## src/rtl/shc_pkg.sv

```systemverilog
package shc_pkg;
    localparam int NCH = 2;

    typedef enum logic [1:0] {
        PH_IDLE   = 2'd0,
        PH_DISCH  = 2'd1,
        PH_SAMPLE = 2'd2,
        PH_WAIT   = 2'd3
    } phase_e;

    localparam logic [1:0] A_CTRL = 2'd0;
    localparam logic [1:0] A_TIME = 2'd1;
    localparam logic [1:0] A_FLAG = 2'd2;
endpackage

```

## src/rtl/shc_trig_edge.sv

```systemverilog
module shc_trig_edge #(
    parameter int W = 2
) (
    input  logic         clk,
    input  logic         rst_n,
    input  logic [W-1:0] trig_in,
    output logic [W-1:0] rise_o
);
    typedef struct packed {
        logic [W-1:0] s1;
        logic [W-1:0] s2;
        logic [W-1:0] prev;
    } st_t;

    st_t st_d, st_q;

    always_comb begin
        st_d      = st_q;
        st_d.s1   = trig_in;
        st_d.s2   = st_q.s1;
        st_d.prev = st_q.s2;
    end

    always_ff @(posedge clk or negedge rst_n) begin
        if (!rst_n) st_q <= '0;
        else        st_q <= st_d;
    end

    assign rise_o = st_q.s2 & ~st_q.prev;
endmodule

```

## src/rtl/shc_chan_seq.sv

```systemverilog
module shc_chan_seq
    import shc_pkg::*;
#(
    parameter int CNT_W = 8
) (
    input  logic             clk,
    input  logic             rst_n,
    input  logic             start_i,
    input  logic [CNT_W-1:0] dis_len_i,
    input  logic [CNT_W-1:0] samp_len_i,
    input  logic             done_i,
    output logic             dis_o,
    output logic             samp_o,
    output logic             want_o,
    output logic             busy_o
);
    typedef struct packed {
        phase_e           ph;
        logic [CNT_W-1:0] cnt;
    } st_t;

    st_t st_d, st_q;

    always_comb begin
        st_d = st_q;
        unique case (st_q.ph)
            PH_IDLE: begin
                if (start_i) begin
                    st_d.ph  = PH_DISCH;
                    st_d.cnt = '0;
                end
            end
            PH_DISCH: begin
                if (st_q.cnt == dis_len_i) begin
                    st_d.ph  = PH_SAMPLE;
                    st_d.cnt = '0;
                end else begin
                    st_d.cnt = st_q.cnt + 1'b1;
                end
            end
            PH_SAMPLE: begin
                if (st_q.cnt == samp_len_i) begin
                    st_d.ph  = PH_WAIT;
                    st_d.cnt = '0;
                end else begin
                    st_d.cnt = st_q.cnt + 1'b1;
                end
            end
            PH_WAIT: begin
                if (done_i) st_d.ph = PH_IDLE;
            end
            default: st_d.ph = PH_IDLE;
        endcase
    end

    always_ff @(posedge clk or negedge rst_n) begin
        if (!rst_n) begin
            st_q.ph  <= PH_IDLE;
            st_q.cnt <= '0;
        end else begin
            st_q <= st_d;
        end
    end

    assign dis_o  = (st_q.ph == PH_DISCH);
    assign samp_o = (st_q.ph == PH_SAMPLE);
    assign want_o = (st_q.ph == PH_WAIT);
    assign busy_o = (st_q.ph != PH_IDLE);
endmodule

```

## src/rtl/shc_conv_arb.sv

```systemverilog
module shc_conv_arb
    import shc_pkg::*;
#(
    parameter int DATA_W = 16,
    parameter int ADDR_W = 5,
    parameter int SLOT0  = 22,
    parameter int SLOT1  = 23
) (
    input  logic              clk,
    input  logic              rst_n,
    input  logic [NCH-1:0]    want_i,
    input  logic              conv_ack,
    input  logic [DATA_W-1:0] conv_data,
    output logic              conv_req,
    output logic              conv_chan,
    output logic [NCH-1:0]    done_o,
    output logic              buf_we,
    output logic [ADDR_W-1:0] buf_addr,
    output logic [DATA_W-1:0] buf_wdata
);
    localparam logic [ADDR_W-1:0] SLOT0_A = ADDR_W'(SLOT0);
    localparam logic [ADDR_W-1:0] SLOT1_A = ADDR_W'(SLOT1);

    typedef struct packed {
        logic              req;
        logic              chan;
        logic              we;
        logic [ADDR_W-1:0] addr;
        logic [DATA_W-1:0] data;
    } st_t;

    st_t st_d, st_q;
    logic finish;

    assign finish = st_q.req & conv_ack;

    always_comb begin
        st_d    = st_q;
        st_d.we = 1'b0;
        if (st_q.req) begin
            if (conv_ack) begin
                st_d.req  = 1'b0;
                st_d.we   = 1'b1;
                st_d.addr = st_q.chan ? SLOT1_A : SLOT0_A;
                st_d.data = conv_data;
            end
        end else if (want_i[0]) begin
            st_d.req  = 1'b1;
            st_d.chan = 1'b0;
        end else if (want_i[1]) begin
            st_d.req  = 1'b1;
            st_d.chan = 1'b1;
        end
    end

    always_ff @(posedge clk or negedge rst_n) begin
        if (!rst_n) st_q <= '0;
        else        st_q <= st_d;
    end

    for (genvar i = 0; i < NCH; i++) begin : g_done
        assign done_o[i] = finish & (st_q.chan == 1'(i));
    end

    assign conv_req  = st_q.req;
    assign conv_chan = st_q.chan;
    assign buf_we    = st_q.we;
    assign buf_addr  = st_q.addr;
    assign buf_wdata = st_q.data;
endmodule

```

## src/rtl/shc_top.sv

```systemverilog
module shc_top
    import shc_pkg::*;
#(
    parameter int REG_W  = 16,
    parameter int DATA_W = 16,
    parameter int ADDR_W = 5,
    parameter int SLOT0  = 22,
    parameter int SLOT1  = 23
) (
    input  logic              clk,
    input  logic              rst_n,
    input  logic              reg_wr,
    input  logic [1:0]        reg_addr,
    input  logic [REG_W-1:0]  reg_wdata,
    output logic [REG_W-1:0]  reg_rdata,
    input  logic [1:0]        trig_in,
    output logic [1:0]        dis_o,
    output logic [1:0]        samp_o,
    output logic              conv_req,
    output logic              conv_chan,
    input  logic              conv_ack,
    input  logic [DATA_W-1:0] conv_data,
    output logic              buf_we,
    output logic [ADDR_W-1:0] buf_addr,
    output logic [DATA_W-1:0] buf_wdata,
    output logic [1:0]        irq_o
);
    localparam int CNT_W = REG_W / 2;

    typedef struct packed {
        logic [NCH-1:0]   en;
        logic             dual;
        logic [CNT_W-1:0] dis_len;
        logic [CNT_W-1:0] samp_len;
        logic [NCH-1:0]   flag;
    } regs_t;

    regs_t rg_d, rg_q;

    logic [NCH-1:0] rise, trig_sel, start, busy, want, done;
    logic           unused_wbits;

    assign unused_wbits = ^reg_wdata[REG_W-1:3];

    shc_trig_edge #(.W(NCH)) u_edge (
        .clk     (clk),
        .rst_n   (rst_n),
        .trig_in (trig_in),
        .rise_o  (rise)
    );

    for (genvar i = 0; i < NCH; i++) begin : g_ch
        assign trig_sel[i] = rg_q.dual ? rise[0] : rise[i];
        assign start[i]    = trig_sel[i] & rg_q.en[i] & ~busy[i];

        shc_chan_seq #(.CNT_W(CNT_W)) u_seq (
            .clk        (clk),
            .rst_n      (rst_n),
            .start_i    (start[i]),
            .dis_len_i  (rg_q.dis_len),
            .samp_len_i (rg_q.samp_len),
            .done_i     (done[i]),
            .dis_o      (dis_o[i]),
            .samp_o     (samp_o[i]),
            .want_o     (want[i]),
            .busy_o     (busy[i])
        );
    end

    shc_conv_arb #(
        .DATA_W (DATA_W),
        .ADDR_W (ADDR_W),
        .SLOT0  (SLOT0),
        .SLOT1  (SLOT1)
    ) u_arb (
        .clk       (clk),
        .rst_n     (rst_n),
        .want_i    (want),
        .conv_ack  (conv_ack),
        .conv_data (conv_data),
        .conv_req  (conv_req),
        .conv_chan (conv_chan),
        .done_o    (done),
        .buf_we    (buf_we),
        .buf_addr  (buf_addr),
        .buf_wdata (buf_wdata)
    );

    always_comb begin
        logic [NCH-1:0] clr;
        logic [NCH-1:0] set;
        rg_d = rg_q;
        clr  = '0;
        set  = done;
        if (reg_wr) begin
            unique case (reg_addr)
                A_CTRL: begin
                    rg_d.en   = reg_wdata[1:0];
                    rg_d.dual = reg_wdata[2];
                end
                A_TIME: begin
                    rg_d.dis_len  = reg_wdata[CNT_W-1:0];
                    rg_d.samp_len = reg_wdata[REG_W-1:CNT_W];
                end
                A_FLAG:  clr = reg_wdata[1:0];
                default: ;
            endcase
        end
        rg_d.flag = (rg_q.flag & ~clr) | set;
    end

    always_ff @(posedge clk or negedge rst_n) begin
        if (!rst_n) rg_q <= '0;
        else        rg_q <= rg_d;
    end

    always_comb begin
        reg_rdata = '0;
        unique case (reg_addr)
            A_CTRL:  reg_rdata[2:0] = {rg_q.dual, rg_q.en};
            A_TIME:  reg_rdata = {rg_q.samp_len, rg_q.dis_len};
            A_FLAG:  reg_rdata[1:0] = rg_q.flag;
            default: reg_rdata = '0;
        endcase
    end

    assign irq_o = rg_q.flag;
endmodule

```

## config.mk

```make
export PLATFORM = sky130hd
export DESIGN_NAME = shc_top
export DESIGN_NICKNAME = d
export VERILOG_FILES = /design/src/rtl/shc_pkg.sv /design/src/rtl/shc_trig_edge.sv /design/src/rtl/shc_chan_seq.sv /design/src/rtl/shc_conv_arb.sv /design/src/rtl/shc_top.sv
export SDC_FILE = /design/constraint.sdc
export NUM_CORES = 1
export LEC_CHECK = 0
export BUFFER_PORTS_ARGS = -buffer_cell sky130_fd_sc_hd__buf_2
export CAP_MARGIN = 20
export CORE_AREA = 2 2 79 96
export CTS_CLUSTER_SIZE = 20
export DETAILED_ROUTE_END_ITERATION = 8
export DIE_AREA = 0 0 81 98
export GPL_TIMING_DRIVEN = 0
export HOLD_SLACK_MARGIN = 0.03
export PLACE_DENSITY = 0.78
export RECOVER_POWER = 50
export SYNTH_ARGS = -nofsm -noshare
export SYNTH_HDL_FRONTEND = slang
export SYNTH_SLANG_ARGS = --single-unit
```

## constraint.sdc

```tcl
create_clock -name clk -period 2.4 [get_ports clk]
set_input_delay 0.24 -clock clk [delete_from_list [all_inputs] [get_ports clk]]
set_output_delay 0.24 -clock clk [all_outputs]
set_load 0.005 [all_outputs]
```

==> results.md, run 1 <==
- Wire length reported by the detailed router: 7.829 mm
- H-Tree Depth: 3
- Adder and majority cell fraction of the synthesized area: 3.431%
- TritonCTS clock tree: yes
- Post-synthesis simple-gate area fraction: 15.20%
- Reg2reg setup slack: 290 ps
- Final clock period utilization by the worst path: 88.00%
- Maximum fanout along the worst path: 5
- Mapped Avg Cell Area: 10.95 um2
- Std cell rows: 34
- Overflow after GRT: 0
- Ys Warns: 0
- Max clock buf depth: 2
- Final-stage net count: 479
- Worst-case reg-to-reg path depth: 5
- Clock transition time at the flip-flop clock pins of the worst setup and hold paths: 70 ps
- Cell types with the highest counts after synthesis: dfrtp_1, nand2_1, mux2_2
- Detailed-placement wirelength estimate: 5.744 mm
- Dominant combinational cell family by area after synthesis: simple AND/OR/NAND/NOR gates
- Final hold violation count: 0
- Pin count of the biggest net entering global routing: 69
- Yosys reg bits: 68
- Crit. Startpoint: g_ch[0].u_seq.st_q[1]$_DFFE_PN0P_
- Die Y-Extent: 98 um
- Worst setup slack after placement: 305.3 ps
- Minimum hold slack: 124.8 ps
- Startpoint of the most critical register-to-register path: g_ch[0].u_seq.st_q[1]$_DFFE_PN0P_
- Vias: 2787
- Layout Skew: 8.304 ps
- Later-pin clock latency in the skew report: 340 ps
- Initial standard-cell utilization of the core: 51.65%
- Total of endpoints with negative setup slack in the final report: 0
- Area fraction in compound gates after synthesis: 9.468%
- Number of nets in the synthesized netlist: 383
- Most used standard cell by instance count after synthesis: dfrtp_1
- Reg area: 1702 um2
- Io pins: 86
- Number of different library cells in the post-synthesis netlist: 50
- Global placer's final weighted congestion: 0.8350
- Number of max-slew violations in the final report: 69
- Per-cell routed wire length: 15.00 um
- Setup repair after global routing missed its margin: no
- Port buffer count: 83
- Actual transition at the worst max-transition pin: 1643 ps
- Register area share after synthesis: 46.66%
- Power per cell area: 1000 nW/um2
- Critical path class: reg2reg
- Number of iterations in the first detailed-routing pass: 4
- Total global-route track usage: 21.02%
- Terminus of the critical flop-to-flop path: g_ch[0].u_seq.st_q[9]$_DFFE_PN0P_
- Number of cells in the finished layout apart from fillers: 522
- Root Buffer Master: clkbuf_8
- Setup crit start kind: register
- Max cap viols: 1
- FILL cells: 612
- Area Growth Syn to Fin: 20.14%
- Clock buffers created by TritonCTS: 9
- Number of enable flip-flop cells after synthesis: 0
- Hold path startpoint: reg_wdata[11]
- Status: finished, violations left
- Maximum resistive drop on vdd: 0.0007063 V
- Multiplexer share of the synthesized area: 12.62%
- Combined area of all synthesized cells: 3647 um2
- Post CTS Setup Buffer Count: 0
- Initial detailed-routing violation count: 154
- Largest area contributor in the netlist: dfrtp_1
- Post-route DRC violation count: 0
- Vias per std cell: 5.339
- Die Span X: 81 um
- Fraction of post-synthesis cell area in the top cell type by area: 46.66%
- Minimum setup slack in the final design: 288.1 ps
- Final worst path period need: 2112 ps
- Cell leakage power: 2.117 nW
- CORE AREA: 7062 um2
- Global-route wire length before repair: 13.18 mm
- Tightest slew margin relative to the limit: -9.512%
- Initial antenna violation count: 0
- Achievable clock frequency: 473.5 MHz
- Proportion of synthesized flip-flops having asynchronous set or reset: 100.0%
- Antenna Cells: 0
- Placed instance count: 506
- Violated checks: max-capacitance violations, max-slew violations
- Post-Synthesis Cells: 333
- Xor-xnor portion of the synthesized cell area: 7.890%
- Antenna-violating nets left: 0
- Total Neg Setup Slack: 0 ps
- Most used flip-flop cell after synthesis: dfrtp_1
- Cell types occupying the most area after synthesis: dfrtp_1, mux2_2, xor2_1, nand2_1, ha_1
- Worst min-delay path class: in2reg
- Sink Count: 68
- Via count of the first global-routing pass: 2827
- Kind of end point of the critical path: register
- Critical Path End: g_ch[0].u_seq.st_q[9]$_DFFE_PN0P_
- Footprint of the multi-input gates: 1777 um2
- Die Outline Area: 7938 um2
- Data arrival at the endpoint of the critical path: 2330 ps
- Data required time at the worst endpoint: 2620 ps
- Layout cell share with drive strength beyond 1: 36.11%
==> registers in the layout, summed over array words and instances, names as in the netlist <==
signal           flops
rg_q                19
u_edge.st_d          4
u_arb.buf_we         1
u_arb.conv_req       1
u_edge.st_q          2
u_arb.buf_addr       2
g_ch.u_seq.st_q     20
u_arb.buf_wdata     16
irq_o                2
u_arb.conv_chan      1
==> per-stage QoR <==
stage | total power, W | utilization, % | cell area [um2]
after floorplan | 0.002877 | - | 3647
after global placement | 0.003413 | 59.12 | 4175
after detailed placement | 0.003484 | 59.16 | 4178
after CTS | 0.004420 | 62.14 | 4388
after global routing | 0.004683 | 62.05 | 4382
final | 0.004384 | 62.05 | 4382
==> cells in the final DEF, fill, tap and decap left out, types with 3 or more instances in the layout <==
| cell | instances |
|---|---|
| a21oi_1 | 6 |
| and2_1 | 14 |
| buf_2 | 81 |
| buf_4 | 9 |
| buf_6 | 3 |
| clkbuf_1 | 9 |
| clkbuf_8 | 11 |
| dfrtp_1 | 68 |
| ha_1 | 10 |
| inv_1 | 9 |
| mux2_2 | 35 |
| mux2i_1 | 4 |
| nand2_1 | 40 |
| nand3_1 | 5 |
| nor2_1 | 13 |
| nor3_1 | 5 |
| nor3b_1 | 3 |
| nor4_1 | 3 |
| o211ai_1 | 10 |
| o21ai_0 | 14 |
| o221ai_1 | 3 |
| or2_2 | 5 |
| or3_1 | 3 |
| xor2_1 | 31 |
==> metal layers <==
metal / wire [um] / share of wire [%] / track usage, % / vias up
met4: 124 / 1.6 / 7.953 / 0
li1: - / - / - / 1336
met5: 0 / 0 / 0 / -
met2: 3684 / 47 / 33.06 / 87
met3: 487 / 6.2 / 4.067 / 14
met1: 3533 / 45 / 28.70 / 1350
==> report_power, final <==
part	leakage [nW]	internal, W	switching (W)
logic	1.19	0.000824	0.000879
clock network	0.0983	0.000524	0.000403
registers	0.829	0.00146	0.000291
==> final cells by class <==
type / instances / area share (%)
Multi-Input combinational cell: 236 / 40.55
Sequential cell: 68 / 38.83
Timing Repair Buffer: 85 / 9.852
Clock buffer: 12 / 3.541
Buffer: 20 / 3.084
Tap cell: 90 / 2.570
Clock inverter: 2 / 0.7995
Inverter: 9 / 0.7710
==> worst min-delay path by stage <==
| stage | cells after the start | slack (ps) | end |
|---|---|---|---|
| floorplan | 0 | -60 | g_ch[0].u_seq.st_q[0]$_DFFE_PN0P_ |
| global placement | 0 | 330 | u_edge.st_d[0]$_DFF_PN0_ |
| detailed placement | 0 | 340 | u_edge.st_d[0]$_DFF_PN0_ |
| CTS | 1 | 40 | u_arb.buf_wdata[11]$_DFFE_PN0N_ |
| global route | 2 | 130 | rg_q[5]$_DFFE_PN0P_ |
| finish | 2 | 120 | rg_q[5]$_DFFE_PN0P_ |
==> worst max-delay path, cell delays in order (launching register included) <==
cell and delay, ps:
dfrtp_1 450, xor2_1 190, nor4_1 470, a21boi_0 270
a2111oi_4 290, mux2_4 330
==> what timing repair did <==
item | in CTS | in global routing
endpoints found under the hold margin | 2 | 0
hold buffers | 2 | 0
resized for setup | 0 | 0
==> cell families after synthesis <==
logic type	count (synthesis)
other	1
AOI/OAI and AO/OA	48
xor gates and xnor gates	32
muxes	41
DFF	68
buffers and inverters	29
and+or+nand+nor	104
adders and majority gates	10
(Power assumes the default switching activity.)
==> run 2, diff against run 1 <==
- CORE_AREA: 2 2 79 96 -> 2 2 81 98
- DIE_AREA: 0 0 81 98 -> 0 0 83 100
- PLACE_DENSITY: 0.78 -> 0.75
- SLEW_MARGIN: default -> 20
==> results.md, run 2 (synthesis gave the netlist of run 1 again) <==
- Status: finished, final reports clean
- Pin count of the biggest net entering global routing: 46
- Io pins: 86
- Antenna-violating nets left: 0
- H-Tree Depth: 3
- Final clock period utilization by the worst path: 87.95%
- Total of endpoints with negative setup slack in the final report: 0
- TritonCTS clock tree: yes
- Met2 Usage GRT: 34.86%
- Die Span X: 83 um
- Most common cell after layout, fill and taps aside: buf_2
- Data required time at the worst endpoint: 2640 ps
- Setup repair after global routing missed its margin: no
- CORE AREA: 7488 um2
- Clock buffers created by TritonCTS: 9
- Overall power consumption: 0.004452 W
- Max clock buf depth: 2
- Tightest slew margin relative to the limit: 4.218%
- Global placer's final weighted congestion: 0.8154
- Number of cells in the finished layout apart from fillers: 528
- FILL cells: 628
- Largest register by flop count: g_ch.u_seq.st_q
- Sink Count: 68
- Worst min-delay path class: in2reg
- Detailed-placement wirelength estimate: 6.064 mm
- Maximum fanout along the worst path: 5
- Post-placement cell area: 4208 um2
- Final hold violation count: 0
- Flip-flop count of the largest register after layout: 20
- Root Buffer Master: clkbuf_8
- Later-pin clock latency in the skew report: 350 ps
- Number of iterations in the first detailed-routing pass: 4
- Total global-route track usage: 20.66%
- Max cap viols: 0
- Wire length reported by the detailed router: 8.052 mm
- Port buffer count: 83
- Initial antenna violation count: 0
- Critical path class: reg2reg
- Number of max-slew violations in the final report: 0
- Maximum resistive drop on vdd: 0.0006669 V
- Layout cell share with drive strength beyond 1: 35.78%
- Total Neg Setup Slack: 0 ps
- Vias per std cell: 5.377
- Kind of end point of the critical path: register
- Std cell rows: 35
- Final-stage net count: 481
- Minimum setup slack in the final design: 289.3 ps
- Cell leakage power: 2.118 nW
- Placed instance count: 509
- Final Instance Area: 4438 um2
- Data arrival at the endpoint of the critical path: 2350 ps
- Area Growth Syn to Fin: 21.68%
- Die Y-Extent: 100 um
- Initial detailed-routing violation count: 185
- Vias: 2839
- Setup crit start kind: register
- Layout Skew: 7.366 ps
- Most used cells in the layout excluding fill and tap cells: buf_2, dfrtp_1, nand2_1
- Global routing met3 resource utilization: 5.099%
- Clock transition time at the flip-flop clock pins of the worst setup and hold paths: 80 ps
- Worst setup slack after placement: 350.5 ps
- Most Crowded Layer GR: met2
- Antenna Cells: 0
- Overflow after GRT: 0
- Via count of the first global-routing pass: 2916
- Die Outline Area: 8300 um2
- Per-cell routed wire length: 15.25 um
- Power per cell area: 1003 nW/um2
- Post CTS Setup Buffer Count: 0
- Achievable clock frequency: 473.8 MHz
- Reg2reg setup slack: 290 ps
- Post-route DRC violation count: 0
- M1 GR Usage: 24.76%
- Final worst path period need: 2111 ps
- Global-route wire length before repair: 13.58 mm
- Actual transition at the worst max-transition pin: 1437 ps
- Initial standard-cell utilization of the core: 48.71%
run 2: changes by cell type in the layout (fill, tap and decap cells not counted), sizes merged:
cell,previous run,this run
buf,93,91
clkbuf,22,24
clkinv,1,0
clkinvlp,0,4
dlygate4sd3,2,3
run 2: critical path: stages, from the launching register on:
cell,delay [ps]
dfrtp_1,450
xor2_1,180
nor4_1,460
a21boi_0,260
a2111oi_4,320
mux2_4,330
run 2: through the flow:
stage / hold WS (ps) / util (%)
after global placement: 332.5 / 55.79
after floorplan: -55.59 / -
after CTS: 100.5 / 59.42
after detailed placement: 171.4 / 56.19
after global routing: 108.8 / 59.26
final: 114.0 / 59.26
run 2: worst paths after layout:
kind                                                    from                                 to  depth (start not counted)
max reg2reg                g_ch[0].u_seq.st_q[1]$_DFFE_PN0P_  g_ch[0].u_seq.st_q[9]$_DFFE_PN0P_                          5
min in group asynchronous                              rst_n               rg_q[17]$_DFFE_PN0P_                          2
max in group asynchronous                              rst_n           u_edge.st_d[2]$_DFF_PN0_                          3
min                                             conv_data[9]     u_arb.buf_wdata[9]$_DFFE_PN0N_                          2
max                        g_ch[0].u_seq.st_q[1]$_DFFE_PN0P_  g_ch[0].u_seq.st_q[9]$_DFFE_PN0P_                          5
min reg2reg                         u_edge.st_d[2]$_DFF_PN0_           u_edge.st_d[0]$_DFF_PN0_                          0
run 2: routing by layer:
layer | part of all wire [%] | vias up
met5 | 0 | -
li1 | - | 1340
met2 | 48 | 98
met4 | 2.1 | 0
met1 | 43 | 1386
met3 | 6.7 | 15
run 2: area by class of cell:
class,instances,area [um2],share of cell area [%]
inverter,9,33.78,0.7612
sequential,68,1702,38.34
clock buffer,11,151.4,3.411
clock inverter,5,60.06,1.353
multi-input combinational,236,1777,40.03
tap,92,115.1,2.594
timing repair buffer,87,464.2,10.46
buffer,20,135.1,3.045
run 2: timing repair:
| action | CTS | global route |
|---|---|---|
| hold endpoints to repair | 25 | 0 |
| hold buffers | 3 | 0 |
| gates resized for setup | 0 | 0 |
run 2: power by group:
part / internal, W / switching, W
Combinational: 0.000825 / 0.000894
Clock: 0.000536 / 0.000449
Sequential: 0.00146 / 0.000286
